===== src/rtl/eidle_pkg.sv =====
package eidle_pkg;
  typedef enum logic [1:0] {
    EV_NONE   = 2'd0,
    EV_COMSKP = 2'd1,
    EV_TS     = 2'd2,
    EV_EXIT   = 2'd3
  } ev_sel_e;

  localparam logic [2:0] COND_COMSKP_US = 3'b100;
  localparam logic [2:0] COND_TS_UI     = 3'b101;
  localparam logic [2:0] COND_EXIT_UI   = 3'b110;
  localparam logic [2:0] COND_EXIT_US   = 3'b111;

  localparam int unsigned US_WINDOW   = 128;
  localparam int unsigned UI_TS       = 1280;
  localparam int unsigned UI_EXIT_G1  = 2000;
  localparam int unsigned UI_EXIT_G2  = 16000;

  function automatic int unsigned max2(input int unsigned a, input int unsigned b);
    return (a > b) ? a : b;
  endfunction
endpackage


===== src/rtl/eidle_mode_decode.sv =====
module eidle_mode_decode
  import eidle_pkg::*;
#(
  parameter int unsigned CW        = 16,
  parameter int unsigned W_US_G1   = 256,
  parameter int unsigned W_US_G2   = 512,
  parameter int unsigned W_TS      = 128,
  parameter int unsigned W_EXIT_G1 = 200,
  parameter int unsigned W_EXIT_G2 = 1600
) (
  input  logic [2:0]    cond_sel,
  input  logic          rate_gen2,
  output logic          active,
  output ev_sel_e       watch,
  output logic [CW-1:0] win
);
  always_comb begin
    active = 1'b0;
    watch  = EV_NONE;
    win    = '0;
    unique case (cond_sel)
      COND_COMSKP_US: begin
        active = 1'b1;
        watch  = EV_COMSKP;
        win    = rate_gen2 ? CW'(W_US_G2) : CW'(W_US_G1);
      end
      COND_TS_UI: begin
        active = 1'b1;
        watch  = EV_TS;
        win    = CW'(W_TS);
      end
      COND_EXIT_UI: begin
        active = 1'b1;
        watch  = EV_EXIT;
        win    = rate_gen2 ? CW'(W_EXIT_G2) : CW'(W_EXIT_G1);
      end
      COND_EXIT_US: begin
        if (!rate_gen2) begin
          active = 1'b1;
          watch  = EV_EXIT;
          win    = CW'(W_US_G1);
        end
      end
      default: begin
        active = 1'b0;
      end
    endcase
  end
endmodule


===== src/rtl/eidle_change_det.sv =====
module eidle_change_det #(
  parameter int unsigned W = 4
) (
  input  logic         clk,
  input  logic [W-1:0] cur,
  output logic         changed
);
  logic [W-1:0] prev_q;

  always_ff @(posedge clk) begin
    prev_q <= cur;
  end

  assign changed = (cur != prev_q);
endmodule


===== src/rtl/eidle_window_cnt.sv =====
module eidle_window_cnt #(
  parameter int unsigned CW = 16
) (
  input  logic          clk,
  input  logic          rst,
  input  logic          restart,
  input  logic [CW-1:0] win,
  output logic          expired
);
  logic [CW-1:0] cnt_q;
  logic          flag_q;
  logic [CW-1:0] cnt_inc;

  assign cnt_inc = cnt_q + CW'(1);

  always_ff @(posedge clk) begin
    if (rst || restart) begin
      cnt_q  <= '0;
      flag_q <= 1'b0;
    end else if (cnt_q != win) begin
      cnt_q <= cnt_inc;
      if (cnt_inc == win) begin
        flag_q <= 1'b1;
      end
    end
  end

  assign expired = flag_q;
endmodule


===== src/rtl/eidle_infer_timer.sv =====
module eidle_infer_timer
  import eidle_pkg::*;
#(
  parameter int unsigned UI_PER_CLK = 10,
  parameter int unsigned CLK_MHZ_G1 = 250,
  parameter int unsigned CLK_MHZ_G2 = 500
) (
  input  logic       clk,
  input  logic       rst,
  input  logic [2:0] cond_sel,
  input  logic       rate_gen2,
  input  logic       comskp_seen,
  input  logic       ts_seen,
  input  logic       eidle_exit_seen,
  output logic       idle_inferred
);
  localparam int unsigned W_US_G1   = US_WINDOW * CLK_MHZ_G1;
  localparam int unsigned W_US_G2   = US_WINDOW * CLK_MHZ_G2;
  localparam int unsigned W_TS      = UI_TS / UI_PER_CLK;
  localparam int unsigned W_EXIT_G1 = UI_EXIT_G1 / UI_PER_CLK;
  localparam int unsigned W_EXIT_G2 = UI_EXIT_G2 / UI_PER_CLK;
  localparam int unsigned W_MAX     =
    max2(max2(W_US_G1, W_US_G2), max2(W_TS, max2(W_EXIT_G1, W_EXIT_G2)));
  localparam int unsigned CW        = $clog2(W_MAX + 1);

  logic          active;
  ev_sel_e       watch;
  logic [CW-1:0] win;
  logic          changed;
  logic          hit;
  logic          restart;

  eidle_mode_decode #(
    .CW(CW), .W_US_G1(W_US_G1), .W_US_G2(W_US_G2), .W_TS(W_TS),
    .W_EXIT_G1(W_EXIT_G1), .W_EXIT_G2(W_EXIT_G2)
  ) i_decode (
    .cond_sel (cond_sel),
    .rate_gen2(rate_gen2),
    .active   (active),
    .watch    (watch),
    .win      (win)
  );

  eidle_change_det #(.W(4)) i_chg (
    .clk    (clk),
    .cur    ({cond_sel, rate_gen2}),
    .changed(changed)
  );

  always_comb begin
    unique case (watch)
      EV_COMSKP: hit = comskp_seen;
      EV_TS:     hit = ts_seen;
      EV_EXIT:   hit = eidle_exit_seen;
      default:   hit = 1'b0;
    endcase
  end

  assign restart = !active || changed || hit;

  eidle_window_cnt #(.CW(CW)) i_cnt (
    .clk    (clk),
    .rst    (rst),
    .restart(restart),
    .win    (win),
    .expired(idle_inferred)
  );
endmodule


===== config.mk =====
export PLATFORM = sky130hd
export DESIGN_NAME = eidle_infer_timer
export DESIGN_NICKNAME = d
export VERILOG_FILES = /design/src/rtl/eidle_pkg.sv /design/src/rtl/eidle_mode_decode.sv /design/src/rtl/eidle_change_det.sv /design/src/rtl/eidle_window_cnt.sv /design/src/rtl/eidle_infer_timer.sv
export SDC_FILE = /design/constraint.sdc
export NUM_CORES = 1
export LEC_CHECK = 0
export ABC_AREA = 1
export BUFFER_PORTS_ARGS = -buffer_cell sky130_fd_sc_hd__clkbuf_2
export CAP_MARGIN = 20
export CORE_ASPECT_RATIO = 0.8
export CORE_UTILIZATION = 54
export CTS_CLUSTER_DIAMETER = 60
export DETAILED_ROUTE_END_ITERATION = 12
export HOLD_SLACK_MARGIN = 0.02
export PLACE_DENSITY_LB_ADDON = 0.15
export SLEW_MARGIN = 5
export SYNTH_ARGS = -nofsm -noshare
export SYNTH_HDL_FRONTEND = slang
export SYNTH_SLANG_ARGS = --single-unit

===== constraint.sdc =====
create_clock -name clk -period 1.7 [get_ports clk]
set_clock_uncertainty 0.1 [all_clocks]
set_input_delay 0 -clock clk [delete_from_list [all_inputs] [get_ports clk]]
set_output_delay 0 -clock clk [all_outputs]
set_load 0.05 [all_outputs]

==> flow_summary.ini <==
[grt]
antenna_found_initial = 0
grt_pass1_vias = 1594
grt_usage = 0.3135
grt_pass1_wl_mm = 7.010
grt-ovfl-total = 0
grt_max_degree = 12

[synth]
yosysTopAreaCellShare = 0.2714
yosysMostFrequentCell = nand2_1
synthArstFlopShare = 0
yosys_most_used_dff = dfxtp_1
ys_top_cells_by_area = dfxtp_1 (27%), nand2_1 (23%), nor2_1 (9.9%)
syn_area_per_cell_sq_um = 5.737
synth_common_cells = nand2_1 (94), nor2_1 (41), inv_1 (31), nand3_1 (29), dfxtp_1 (21)
yosysTopAreaCell = dfxtp_1
synth-seq-cells = 21
yosys_warnings = 0
synth_cells = 270
syn_nets = 281
syn_area_sq_um = 1549
ys_seq_area_frac = 0.2714
synth.distinct_cells = 25
synth-edff-count = 0

[clocking]
cts_buffer_depth = 2
cts_buffers = 3
h-tree-depth = 1
clock-sinks = 21
cts_tree = yes
clock-root-buffer = clkbuf_4
clk_latency_ns = 0.32
path_clk_slew_ns = 0.13

[job]
cap_violations = 0

[floorplan]
die_h_um = 49.91
core_sq_um = 2582
row_count = 16
fp.dieW_um = 61.88
dieArea_sq_um = 3088
start_util = 0.5998
ioPinCount = 10

[setup_path]
cpPeakStageDelay_ns = 0.39
r2r_slack_ns = -0.06
crit_fanout = 6
slowest_stage = dfxtp_4
cp.required_ns = 1.82
crit_path_start = i_cnt.cnt_q[1]
worst_setup_path_start_kind = register
worstSetupPathType = register to register
cp-endpoint = i_cnt.cnt_q[1]
crit_arrival_ns = 1.88
crit_cells = 10
crit_family = simple AND/OR/NAND/NOR gates
cp_num_buf_inv = 2
worstRegToRegCells = 10
timing.rr.end = i_cnt.cnt_q[1]
r2r-start = i_cnt.cnt_q[1]
crit_path_cell_trace = inv_2 > ha_4 > nand3_2 > nor2_2 > nand3_1 > nor2_1 > nand3_2 > buf_6 > nor2_1 > nor2_2
cp-end-kind = register

[sta]
setup_ws_ns = -0.05903
setup_viol = 4
period_needed_ns = 1.759
drv_slew = 0
fin_tns_setup_ns = -0.09372
rsz0062_at_grt = yes
clock.fmax_mhz = 568.5
fin_hold_ws_ns = 0.07277
hold_viol_final = 0
fin_crit_sh = 1.035
max_slew_margin = 0.8166
tightestPinTransition_ns = 0.2741

[cells_and_area]
final_util = 0.7931
fin_nets = 328
num_antenna_cells = 0
fin_area_sq_um = 2048
drive_above_1_share = 0.2975
syn2layout_area_growth_pct = 32.23

[drt]
num_vias = 1904
drc = 0
drt-total-wl_mm = 4.710
via_per_inst = 5.409
dr.pass1.iters = 5
ant_nets = 0
wl_per_cell_um = 13.38
drt_iter0_markers = 128

[run_status]
violations = setup timing
status = complete, but fails checks

[place]
place_area_sq_um = 1837
hpwl_mm = 3.302
portBuffers = 9
gp_congestion = 0.9408
dp_worst_setup_slack_ns = -0.1155

[pwr]
peakVddDrop_uv = 323.2
powerDensity_nw_per_um2 = 451.0
power_leakage_nw = 0.9702

[min_path]
hp-class = input pin to register
worst min-delay path, delay by kind of cell:
family	cells	cell delay, ns
buf+inv	2	0.17
simple gates	4	0.29
placed cells by master, fill, tap and decap left out, types with 2 or more instances in the layout:
| cell type | instances |
|---|---|
| nand4_1 | 5 |
| clkbuf_2 | 9 |
| nor2_2 | 9 |
| dfxtp_1 | 12 |
| nand2_2 | 6 |
| dlygate4sd3_1 | 4 |
| o21ai_1 | 2 |
| a21oi_1 | 7 |
| nor3_1 | 2 |
| xnor2_1 | 2 |
| dfxtp_4 | 3 |
| dfxtp_2 | 6 |
| o21ai_0 | 4 |
| nor2_1 | 33 |
| buf_4 | 31 |
| xor2_1 | 5 |
| nand3_2 | 8 |
| nand2_1 | 90 |
| inv_4 | 2 |
| inv_2 | 9 |
| nand3b_1 | 2 |
| ha_4 | 2 |
| nand3_1 | 25 |
| inv_1 | 25 |
| clkbuf_4 | 3 |
flip-flops by register name, indices dropped and copies added (netlist names):
| name | cells |
|---|---|
| i_cnt.expired | 1 |
| i_cnt.cnt_q | 16 |
| i_chg.prev_q | 4 |
kinds of logic after synthesis:
family,after synthesis,share of synthesized area
and+or+nand+nor,183,0.5097
DFF,21,0.2714
xor gates and xnor gates,7,0.03958
buffers and inverters,39,0.1002
adders and majority gates,2,0.01615
AOI/OAI and AO/OA,18,0.06301
where the power goes:
part / switching, W / leakage [nW] / total [W] / internal (W)
combinational: 0.0000948 / 0.779 / 0.000167 / 0.0000726
sequential: 0.00000303 / 0.176 / 0.000496 / 0.000493
clock: 0.000168 / 0.0150 / 0.000260 / 0.0000918
total: 0.000266 / 0.970 / 0.000924 / 0.000658
timing repair:
item	4_1_cts	5_1_grt
setup buffers	2	1
endpoints found under the setup margin	6	8
resized for setup	25	20
hold buffers	4	0
pin swaps	7	5
hold endpoints to repair	4	0
final cells by class:
| cell class | instances | area (sq um) |
|---|---|---|
| Clock buffer | 4 | 26.28 |
| Fill cell | 181 | 534.3 |
| Inverter | 36 | 140.1 |
| Multi-Input combinational cell | 210 | 1069 |
| Sequential cell | 21 | 439.2 |
| Tap cell | 36 | 45.04 |
| Timing Repair Buffer | 45 | 329.1 |
stage by stage:
stage	std cells	power [W]
2_1_floorplan	270	0.0006079
3_3_place_gp	341	0.0006568
3_5_place_dp	341	0.0006608
4_1_cts	351	0.0009283
5_1_grt	352	0.0009581
6_report	352	0.0009238
layer usage:
metal	track usage	vias up	part of all wire
li1	-	944	-
met1	0.4338	851	0.44
met2	0.4839	94	0.43
met3	0.07612	15	0.10
met4	0.07407	0	0.026
met5	0	-	0
worst min path at each step:
stage               slack (ns)               to       from  cells after the start
global placement          0.09  i_chg.prev_q[0]  rate_gen2                      1
floorplan                -0.07  i_chg.prev_q[0]  rate_gen2                      0
global route              0.12   i_cnt.cnt_q[7]        rst                      6
detailed placement         0.1  i_chg.prev_q[0]  rate_gen2                      1
CTS                        0.1   i_cnt.cnt_q[5]        rst                      5
finish                    0.07  i_cnt.cnt_q[11]        rst                      6
(Power assumes the default switching activity.)
